$ cat config.mk
export PLATFORM = sky130hd
export DESIGN_NAME = thread_switch_ctl
export DESIGN_NICKNAME = d
export VERILOG_FILES = /design/src/rtl/tsw_pkg.sv /design/src/rtl/tsw_datapath.sv /design/src/rtl/tsw_ctrl.sv /design/src/rtl/thread_switch_ctl.sv
export SDC_FILE = /design/constraint.sdc
export NUM_CORES = 1
export LEC_CHECK = 0
export ABC_AREA = 1
export ABC_CLOCK_PERIOD_IN_PS = 5800
export BUFFER_PORTS_ARGS = -buffer_cell sky130_fd_sc_hd__buf_2
export CORE_UTILIZATION = 45
export DETAILED_ROUTE_END_ITERATION = 8
export PLACE_DENSITY = 0.77
export SLEW_MARGIN = 20
export SYNTH_ARGS = -nofsm -noshare
export SYNTH_HDL_FRONTEND = slang
export SYNTH_HIERARCHICAL = 1
export SYNTH_SLANG_ARGS = --single-unit
$ cat constraint.sdc
create_clock -name clk -period 5.8 [get_ports clk]
set_input_delay 0.58 -clock clk [delete_from_list [all_inputs] [get_ports clk]]
set_output_delay 0.58 -clock clk [all_outputs]
set_load 0.03 [all_outputs]
$ cat src/rtl/tsw_pkg.sv
package tsw_pkg;

  // per-thread status
  typedef enum logic [1:0] {
    ST_RUN    = 2'd0,
    ST_WAIT_S = 2'd1,
    ST_WAIT_L = 2'd2
  } thrStat_t;

  // strobes from control to datapath
  typedef struct packed {
    logic acceptMiss;
    logic doSwitch;
  } tswStrobe_t;

endpackage

$ cat src/rtl/tsw_datapath.sv
module tsw_datapath
  import tsw_pkg::*;
#(
  parameter int CNT_W = 8
) (
  input  logic             clk,
  input  logic             rstN,
  input  tswStrobe_t       strobe,
  input  logic             missLong,
  input  logic [1:0]       retValid,
  input  logic [1:0]       retLong,
  output logic             fgSel,
  output logic             fgRun,
  output logic             bgReadyNow,
  output logic             bothWaiting,
  output logic [CNT_W-1:0] swCnt0,
  output logic [CNT_W-1:0] swCnt1
);

  localparam int NUM_THR = 2;

  logic             fgQ;
  logic             bgSel;
  thrStat_t         statQ [NUM_THR];
  logic [CNT_W-1:0] cntQ  [NUM_THR];
  logic [NUM_THR-1:0] retHit;
  logic [NUM_THR-1:0] isRun;

  // completion is honoured only for a waiting thread of the same class
  for (genvar g = 0; g < NUM_THR; g++) begin : g_thr
    assign isRun[g]  = (statQ[g] == ST_RUN);
    assign retHit[g] = retValid[g] && !isRun[g] &&
                       (retLong[g] == (statQ[g] == ST_WAIT_L));
  end

  assign bgSel       = ~fgQ;
  assign fgSel       = fgQ;
  assign fgRun       = isRun[fgQ];
  assign bgReadyNow  = isRun[bgSel] || retHit[bgSel];
  assign bothWaiting = !isRun[0] && !isRun[1];
  assign swCnt0      = cntQ[0];
  assign swCnt1      = cntQ[1];

  always_ff @(posedge clk or negedge rstN) begin
    if (!rstN) begin
      fgQ <= 1'b0;
      for (int i = 0; i < NUM_THR; i++) begin
        statQ[i] <= ST_RUN;
        cntQ[i]  <= '0;
      end
    end else begin
      for (int i = 0; i < NUM_THR; i++) begin
        if (strobe.acceptMiss && (fgQ == 1'(i)))
          statQ[i] <= missLong ? ST_WAIT_L : ST_WAIT_S;
        else if (retHit[i])
          statQ[i] <= ST_RUN;
      end
      if (strobe.doSwitch) begin
        fgQ       <= bgSel;
        cntQ[fgQ] <= cntQ[fgQ] + 1'b1;
      end
    end
  end

  // an accepted miss leaves the foreground thread waiting
  p_wait_after_miss_r2: assert property (@(posedge clk) disable iff (!rstN)
    (strobe.acceptMiss && !fgQ) |=> (statQ[0] != ST_RUN));

  // a switch away from thread 0 bumps only its count
  p_count_thr0_r11: assert property (@(posedge clk) disable iff (!rstN)
    (strobe.doSwitch && !fgQ) |=> (cntQ[0] == $past(cntQ[0]) + 1'b1) && $stable(cntQ[1]));

  // a switch away from thread 1 bumps only its count
  p_count_thr1_r11: assert property (@(posedge clk) disable iff (!rstN)
    (strobe.doSwitch && fgQ) |=> (cntQ[1] == $past(cntQ[1]) + 1'b1) && $stable(cntQ[0]));

endmodule

$ cat src/rtl/tsw_ctrl.sv
module tsw_ctrl
  import tsw_pkg::*;
#(
  parameter int SWITCH_LAT = 3   // cycles from decision to first issue, >= 2
) (
  input  logic       clk,
  input  logic       rstN,
  input  logic       missValid,
  input  logic       missLong,
  input  logic       fgRun,
  input  logic       bgReadyNow,
  output tswStrobe_t strobe,
  output logic       issueEn,
  output logic       flushReq
);

  localparam int PEN_W = $clog2(SWITCH_LAT + 1);

  typedef enum logic {C_ISSUE = 1'b0, C_PENALTY = 1'b1} ctlState_t;

  ctlState_t        stQ;
  logic [PEN_W-1:0] penQ;
  logic             flushQ;
  logic             inIssue;

  assign inIssue           = (stQ == C_ISSUE);
  assign issueEn           = inIssue && fgRun;
  assign strobe.acceptMiss = issueEn && missValid;
  // long miss always moves; short miss or a stalled foreground moves only to a runnable thread
  assign strobe.doSwitch   = inIssue &&
                             (strobe.acceptMiss ? (missLong || bgReadyNow)
                                                : (!fgRun && bgReadyNow));
  assign flushReq          = flushQ;

  always_ff @(posedge clk or negedge rstN) begin
    if (!rstN) begin
      stQ    <= C_ISSUE;
      penQ   <= '0;
      flushQ <= 1'b0;
    end else begin
      flushQ <= strobe.doSwitch;
      if (strobe.doSwitch) begin
        stQ  <= C_PENALTY;
        penQ <= PEN_W'(SWITCH_LAT - 2);
      end else if (stQ == C_PENALTY) begin
        if (penQ == '0) stQ <= C_ISSUE;
        else            penQ <= penQ - 1'b1;
      end
    end
  end

  // flush lasts exactly one cycle
  p_flush_single_r5: assert property (@(posedge clk) disable iff (!rstN)
    flushReq |=> !flushReq);

  // nothing issues in the flush cycle
  p_flush_no_issue_r5: assert property (@(posedge clk) disable iff (!rstN)
    flushReq |-> !issueEn);

  // a switch decision never comes from the penalty window
  p_no_switch_in_penalty_r6: assert property (@(posedge clk) disable iff (!rstN)
    (stQ == C_PENALTY) |-> !strobe.doSwitch);

endmodule

$ cat src/rtl/thread_switch_ctl.sv
module thread_switch_ctl
  import tsw_pkg::*;
#(
  parameter int CNT_W      = 8,
  parameter int SWITCH_LAT = 3
) (
  input  logic             clk,
  input  logic             rstN,
  input  logic             missValid,
  input  logic             missLong,
  input  logic [1:0]       retValid,
  input  logic [1:0]       retLong,
  output logic             fgThread,
  output logic             issueEn,
  output logic             flushReq,
  output logic             allStalled,
  output logic [CNT_W-1:0] swCnt0,
  output logic [CNT_W-1:0] swCnt1
);

  tswStrobe_t strobe;
  logic       fgRun;
  logic       bgReadyNow;

  tsw_ctrl #(.SWITCH_LAT(SWITCH_LAT)) u_ctrl (
    .clk        (clk),
    .rstN       (rstN),
    .missValid  (missValid),
    .missLong   (missLong),
    .fgRun      (fgRun),
    .bgReadyNow (bgReadyNow),
    .strobe     (strobe),
    .issueEn    (issueEn),
    .flushReq   (flushReq)
  );

  tsw_datapath #(.CNT_W(CNT_W)) u_dp (
    .clk         (clk),
    .rstN        (rstN),
    .strobe      (strobe),
    .missLong    (missLong),
    .retValid    (retValid),
    .retLong     (retLong),
    .fgSel       (fgThread),
    .fgRun       (fgRun),
    .bgReadyNow  (bgReadyNow),
    .bothWaiting (allStalled),
    .swCnt0      (swCnt0),
    .swCnt1      (swCnt1)
  );

  // nothing issues while both threads wait
  p_stall_quiet_r8: assert property (@(posedge clk) disable iff (!rstN)
    allStalled |-> !issueEn);

  // the selection only moves together with a flush
  p_fg_moves_with_flush_r3: assert property (@(posedge clk) disable iff (!rstN)
    !$stable(fgThread) |-> flushReq);

endmodule

==> flow_metrics.tcl, run 1 <==
set metrics [dict create \
    gr-total-overflow 0 \
    synth_ff_type "dfrtp_1" \
    crit_chain "nand2_1, o21ai_0, inv_1, nor2_1, buf_2" \
    num_vias 1279 \
    p_switching_uw 460.0 \
    seq_power_share_pct 34.4 \
    die_width_um 58.77 \
    critical_path.max_stage_delay_ns 0.82 \
    hp-class "in -> async" \
    path_depth 5 \
    grt_max_degree 26 \
    power_report.internal_total_uw 402.6 \
    io_buffers 27 \
    start_kind "register" \
    tritoncts "done" \
    synth-edff-count 0 \
    synth_seq_area_share_pct 43.14 \
    end_kind "primary output" \
    ant_nets 0 \
    ir_worst_vdd_mv 0.2324 \
    antenna_found_initial 0 \
    cts_resized 0 \
    yosys.cell_count.top_type "nand2_1" \
    rr_endpoint "u_dp/swCnt0[1]$_DFFE_PN0P_" \
    synthSimpleGateAreaFrac_pct 38.05 \
    final_nets 226 \
    drt_iter0_drc 74 \
    start_util_pct 47.50 \
    worstPathRequired_ns 5.22 \
    route.detailed.drc 0 \
    post_route_cells_drive_above_1_share_pct 22.79 \
    r2r_cells 13 \
    cts_max_level 1 \
    cts_hold_buf 0 \
    finalSetupViolations 0 \
    die-area_sq_um 3453 \
    grt_use_met1_pct 25.28 \
    slew_headroom_pct 53.28 \
    pin_count 28 \
    worst_pin_slew_ns 0.7007 \
    synth_top_area_cell "dfrtp_1" \
    grt_pass1_wl_um 4767 \
    ff2ff_setup_slack_ns 3.47 \
    power.share.clock_pct 9.2 \
    post-cts-setup-buffers 0 \
    syn_area_per_cell_sq_um 7.673 \
    p_per_area_nw_per_um2 533.6 \
    synthTopCellsByCount "nand2_1 (66), dfrtp_1 (25), nand3_1 (25)" \
    hpwl_um 2111 \
    crit_path_end "issueEn" \
    fin_setup_tns_ns 0 \
    syn_inst 189 \
    synth_cell_types 20 \
    drtPass1Iterations 4 \
    p_sw_share_pct 53.33 \
    track_usage_pct 17.90 \
    layout_setup_ws_ns 3.413 \
    area_delta_synth_final_pct 11.48 \
    slowest_stage "dfrtp_1" \
    finalCritPeriodShare_pct 41.16 \
    whs_ns 0.2269 \
    dpl.cell_count 255 \
    syn_nets 199 \
    drv_cap 0 \
    fmax_ghz 0.4189 \
    ctsRootBufferMaster "clkbuf_4" \
    finalPower_uw 862.6 \
    worstPathArrival_ns 1.81 \
    grt.met3_usage_pct 1.319 \
    grt_pass1_vias 1125 \
    dieHeight_um 58.77 \
    r2r-start "u_dp/fgSel$_DFFE_PN0P_" \
    synth_top_area_share_pct 43.14 \
    numCtsBuffers 3 \
    clk_latency_ns 0.31 \
    wirelength_um 2896 \
    yosys-mux-area-fraction_pct 0 \
    comb_power_share_pct 56.4 \
    use_met2_pct 29.06 \
    status "complete, no violations" \
    yosysWarnings 6 \
    crit_buf_inv 2 \
    synth_top_family_by_area "simple AND/OR/NAND/NOR gates" \
    p_leak_nw 0.9232 \
    diodes 0 \
    synth_area_leaders "dfrtp_1 (43%), nand2_1 (17%), nand3_1 (8.6%), inv_1 (6.0%), o21ai_0 (4.1%)" \
    fin_worst_skew_ns 0.0005213 \
    finalHoldViolations 0 \
    synth-adder-area-share_pct 1.726 \
    via_per_inst 4.938 \
    top_usage_layer "met2" \
    final-instance-count-excl-fill 259 \
    dp_slack_ns 3.521 \
    wl_per_cell_um 11.18 \
    slew_viol_final 0 \
    synth-seq-cells 25 \
    gp_congestion 0.8912 \
    path_class "reg -> out" \
    path_clk_slew_ns 0.14 \
    core.rowCount 20 \
    path_max_fanout 19 \
    synthArstFlopShare_pct 100.0 \
    synth_compound_area_share_pct 5.004 \
    core_area_sq_um 3053 \
    rsz0062_at_grt "false" \
    critPathTopFamily "flip-flops" \
    period_minus_slack_ns 2.387 \
    startpoint "u_dp/fgSel$_DFFE_PN0P_" \
    mappedNetlistArea_sq_um 1450 \
    synthXorXnorAreaFrac_pct 1.812 \
    cts.sinks 25 \
    clock_path_buffers 2 \
]
area by class of cell:
cell class	count	area, sq um
inverters	25	98.84
fillers	315	1436
multi-input cells	134	675.6
well taps	44	55.05
clock buffers	4	26.28
flip-flops and latches	25	625.6
repair buffers	27	135.1
per-stage QoR:
step | area (sq um) | utilization (%)
2_1_floorplan | 1450 | -
3_3_place_gp | 1590 | 52.09
3_5_place_dp | 1590 | 52.09
4_1_cts | 1617 | 52.95
5_1_grt | 1617 | 52.95
6_report | 1617 | 52.95
registers in the layout (all words and copies together) (netlist names):
name	cells
u_dp/fgSel	1
u_dp/swCnt0	8
u_ctrl/stQ	1
u_ctrl/penQ	2
u_ctrl/flushReq	1
u_dp/statQ	4
u_dp/swCnt1	8
placed cells by master, fill, tap and decap left out, types with 2 or more instances in the layout:
cell       n
o21ai_0   12
clkbuf_4   3
nand2_4    4
nand2_2    8
xor2_1     3
buf_2     27
ha_1       2
nor2_1     6
inv_1     23
nor2_4     4
nand2_1   66
dfrtp_1   25
nand3_1   25
power groups by stage:
| stage | clock network (mW) | registers, mW | logic, mW |
|---|---|---|---|
| 2_1_floorplan | 0 | 0.347 | 0.353 |
| 3_3_place_gp | 0 | 0.300 | 0.477 |
| 3_5_place_dp | 0 | 0.301 | 0.483 |
| 4_1_cts | 0.0828 | 0.297 | 0.485 |
| 5_1_grt | 0.0906 | 0.307 | 0.546 |
| 6_report | 0.0793 | 0.297 | 0.487 |
worst min path at each step:
stage / endpoint / slack [ns] / cells after the start / startpoint
final: u_dp/swCnt1[4]$_DFFE_PN0P_ / 0.23 / 1 / rstN
after CTS: u_dp/statQ[1]$_DFFE_PN0P_ / 0.24 / 1 / rstN
after floorplan: u_ctrl/flushReq$_DFF_PN0_ / 0.28 / 0 / rstN
after global placement: u_ctrl/penQ[0]$_DFFE_PN0P_ / 0.49 / 2 / u_ctrl/penQ[0]$_DFFE_PN0P_
after detailed placement: u_dp/swCnt0[7]$_DFFE_PN0P_ / 0.49 / 2 / u_dp/swCnt0[7]$_DFFE_PN0P_
after global routing: u_dp/swCnt0[4]$_DFFE_PN0P_ / 0.24 / 1 / rstN
per-layer routing:
layer / up-vias / share of wire, %
li1: 635 / -
met1: 589 / 47
met2: 53 / 46
met3: 2 / 6.4
met4: 0 / 0.76
met5: - / 0
kinds of logic (layout without fill, tap and decap cells):
group	count (synthesis)	count (layout)
compound gates	14	14
xor+xnor	3	3
fa+ha+maj	2	2
buf+inv	30	56
flops	25	25
simple gates	115	115
No activity file was read; power rests on OpenSTA's default activity.
==> run 2: changes to the inputs <==
--- a/config.mk
+++ b/config.mk
@@ -6,11 +6,11 @@
 export NUM_CORES = 1
 export LEC_CHECK = 0
 export ABC_AREA = 1
-export ABC_CLOCK_PERIOD_IN_PS = 5800
+export ABC_CLOCK_PERIOD_IN_PS = 2070
 export BUFFER_PORTS_ARGS = -buffer_cell sky130_fd_sc_hd__buf_2
 export CORE_UTILIZATION = 45
 export DETAILED_ROUTE_END_ITERATION = 8
-export PLACE_DENSITY = 0.77
+export PLACE_DENSITY = 0.8
 export SLEW_MARGIN = 20
 export SYNTH_ARGS = -nofsm -noshare
 export SYNTH_HDL_FRONTEND = slang
==> constraint.sdc (replaced) <==
create_clock -name clk -period 2.07 [get_ports clk]
set_input_delay 0.207 -clock clk [delete_from_list [all_inputs] [get_ports clk]]
set_output_delay 0.207 -clock clk [all_outputs]
set_load 0.03 [all_outputs]
==> flow_metrics.tcl, run 2 (synthesis gave the netlist of run 1 again) <==
set metrics [dict create \
    status "complete, no violations" \
    finalSetupViolations 0 \
    via_per_inst 4.777 \
    io_buffers 27 \
    grt_max_degree 26 \
    path_max_fanout 6 \
    route.detailed.drc 0 \
    wl_per_cell_um 10.77 \
    cts.sinks 25 \
    min_from "missLong" \
    final_common_cell "nand2_1" \
    seq_power_share_pct 30.5 \
    ant_nets 0 \
    die-area_sq_um 3453 \
    cts_max_level 1 \
    start_kind "register" \
    dieHeight_um 58.77 \
    power_report.internal_total_mw 1.234 \
    start_util_pct 47.50 \
    drtPass1Iterations 4 \
    drv_cap 0 \
    antenna_found_initial 0 \
    slew_headroom_pct 63.29 \
    end_kind "register" \
    slew_viol_final 0 \
    hpwl_um 2122 \
    final_nets 236 \
    core.rowCount 20 \
    period_minus_slack_ns 1.908 \
    rsz0062_at_grt "true" \
    final-instance-count-excl-fill 269 \
    worstPathArrival_ns 2.13 \
    r2r-start "u_dp/statQ[0]$_DFFE_PN0P_" \
    ff2ff_setup_slack_ns 0.16 \
    crit_chain "xor2_1, nand3_1, nand3_1, nand2_1, inv_2, nor2_2, nor2_2, nand2_4, inv_4, inv_4, nor2_4, clkinvlp_4, nand2_1, o21ai_0" \
    ir_worst_vdd_mv 0.6652 \
    dpl.cell_count 257 \
    p_switching_mw 1.353 \
    comb_power_share_pct 61.1 \
    pin_count 28 \
    grt_pass1_wl_um 4671 \
    p_sw_share_pct 52.30 \
    power.share.clock_pct 8.4 \
    path_class "reg -> reg" \
    grt_pass1_vias 1123 \
    worst_pin_slew_ns 0.5507 \
    p_leak_nw 0.9636 \
    die_width_um 58.77 \
    num_vias 1285 \
    finalHoldViolations 0 \
    finalCritPeriodShare_pct 92.19 \
    gp_congestion 0.8647 \
    diodes 0 \
    layout_setup_ws_ns 0.1616 \
    dp_slack_ns 0.1082 \
    fin_worst_skew_ns 0.001266 \
    track_usage_pct 18.11 \
    wirelength_um 2898 \
    clk_latency_ns 0.32 \
    clock_path_buffers 2 \
    path_clk_slew_ns 0.13 \
    crit_buf_inv 4 \
    tritoncts "done" \
    critical_path.max_stage_delay_ns 0.42 \
    startpoint "u_dp/statQ[0]$_DFFE_PN0P_" \
    core_area_sq_um 3053 \
    gr-total-overflow 0 \
    mostFrequentLayoutCells "nand2_1 (65), buf_2 (27), nand3_1 (25), dfrtp_1 (25), inv_1 (20)" \
    numCtsBuffers 3 \
    p_per_area_nw_per_um2 1513 \
    finalPower_mw 2.587 \
    worstPathRequired_ns 2.29 \
    fillCellCount 299 \
    area_delta_synth_final_pct 17.95 \
    post_route_cells_drive_above_1_share_pct 28.44 \
    ctsRootBufferMaster "clkbuf_4" \
    fmax_ghz 0.5240 \
    drt_iter0_drc 62 \
    critPathTopFamily "simple AND/OR/NAND/NOR gates" \
    slowest_stage "dfrtp_1" \
    hp-class "in -> reg" \
]
[run 2: changes by cell type in the layout (fill, tap and decap cells not counted), sizes merged]
cell,before,now
inv,25,24
buf,27,35
dlygate4sd3,0,1
clkinvlp,0,2
[run 2: final cells by class]
| cell class | instances | area (sq um) | share of cell area, % |
|---|---|---|---|
| sequential | 25 | 625.6 | 36.58 |
| clock buffer | 4 | 26.28 | 1.536 |
| timing repair inverter | 1 | 7.507 | 0.4389 |
| multi-input combinational | 134 | 683.2 | 39.94 |
| inverter | 25 | 107.6 | 6.291 |
| timing repair buffer | 36 | 205.2 | 12.00 |
| tap | 44 | 55.05 | 3.219 |
[run 2: power groups by stage]
| stage | registers [mW] | clock network, mW | logic [mW] |
|---|---|---|---|
| 3_3_place_gp | 0.795 | 0 | 1.41 |
| 4_1_cts | 0.790 | 0.225 | 1.44 |
| 3_5_place_dp | 0.800 | 0 | 1.43 |
| 5_1_grt | 0.816 | 0.247 | 1.75 |
| 6_report | 0.790 | 0.217 | 1.58 |
| 2_1_floorplan | 0.972 | 0 | 0.988 |
[run 2: through the flow]
| step | util [%] | instance area (sq um) | setup TNS (ns) | hold WS, ns |
|---|---|---|---|---|
| finish | 56.02 | 1710 | 0 | 0.1379 |
| global route | 56.02 | 1710 | -0.1058 | 0.1291 |
| CTS | 53.77 | 1642 | 0 | 0.1141 |
| detailed placement | 52.58 | 1605 | 0 | 0.2310 |
| global placement | 52.58 | 1605 | 0 | 0.2285 |
| floorplan | - | 1450 | 0 | -0.08859 |
[run 2: repair_timing]
item	4_1_cts	5_1_grt
hold buffers	1	0
hold endpoints to repair	25	0
gates resized for setup	0	11
setup buffers	0	6
setup endpoints to repair	0	14
[run 2: path summary, 6_finish.rpt]
kind                       depth (start not counted)                          to
hold reg to reg                                    2  u_dp/swCnt1[7]$_DFFE_PN0P_
hold / removal                                     2   u_dp/statQ[0]$_DFFE_PN0P_
setup / recovery                                  14  u_dp/swCnt0[0]$_DFFE_PN0P_
max in group asynchronous                          2   u_dp/statQ[3]$_DFFE_PN0P_
min in group asynchronous                          2  u_dp/swCnt1[4]$_DFFE_PN0P_
setup reg to reg                                  14  u_dp/swCnt0[0]$_DFFE_PN0P_
[run 2: worst reg2reg max path, stage by stage, from the launching register on]
cell        delay, ns
dfrtp_1          0.42
xor2_1           0.14
nand3_1          0.13
nand3_1          0.11
nand2_1          0.06
inv_2            0.06
nor2_2           0.03
nor2_2           0.13
nand2_4          0.08
inv_4            0.07
inv_4            0.04
nor2_4           0.19
clkinvlp_4       0.19
nand2_1          0.08
o21ai_0          0.07
[run 2: layer usage]
layer	up-vias	track usage (%)	wire length, um
met4	0	7.483	23
li1	659	-	-
met2	22	29.71	1370
met1	602	23.41	1437
met3	2	3.516	66
met5	-	0	0
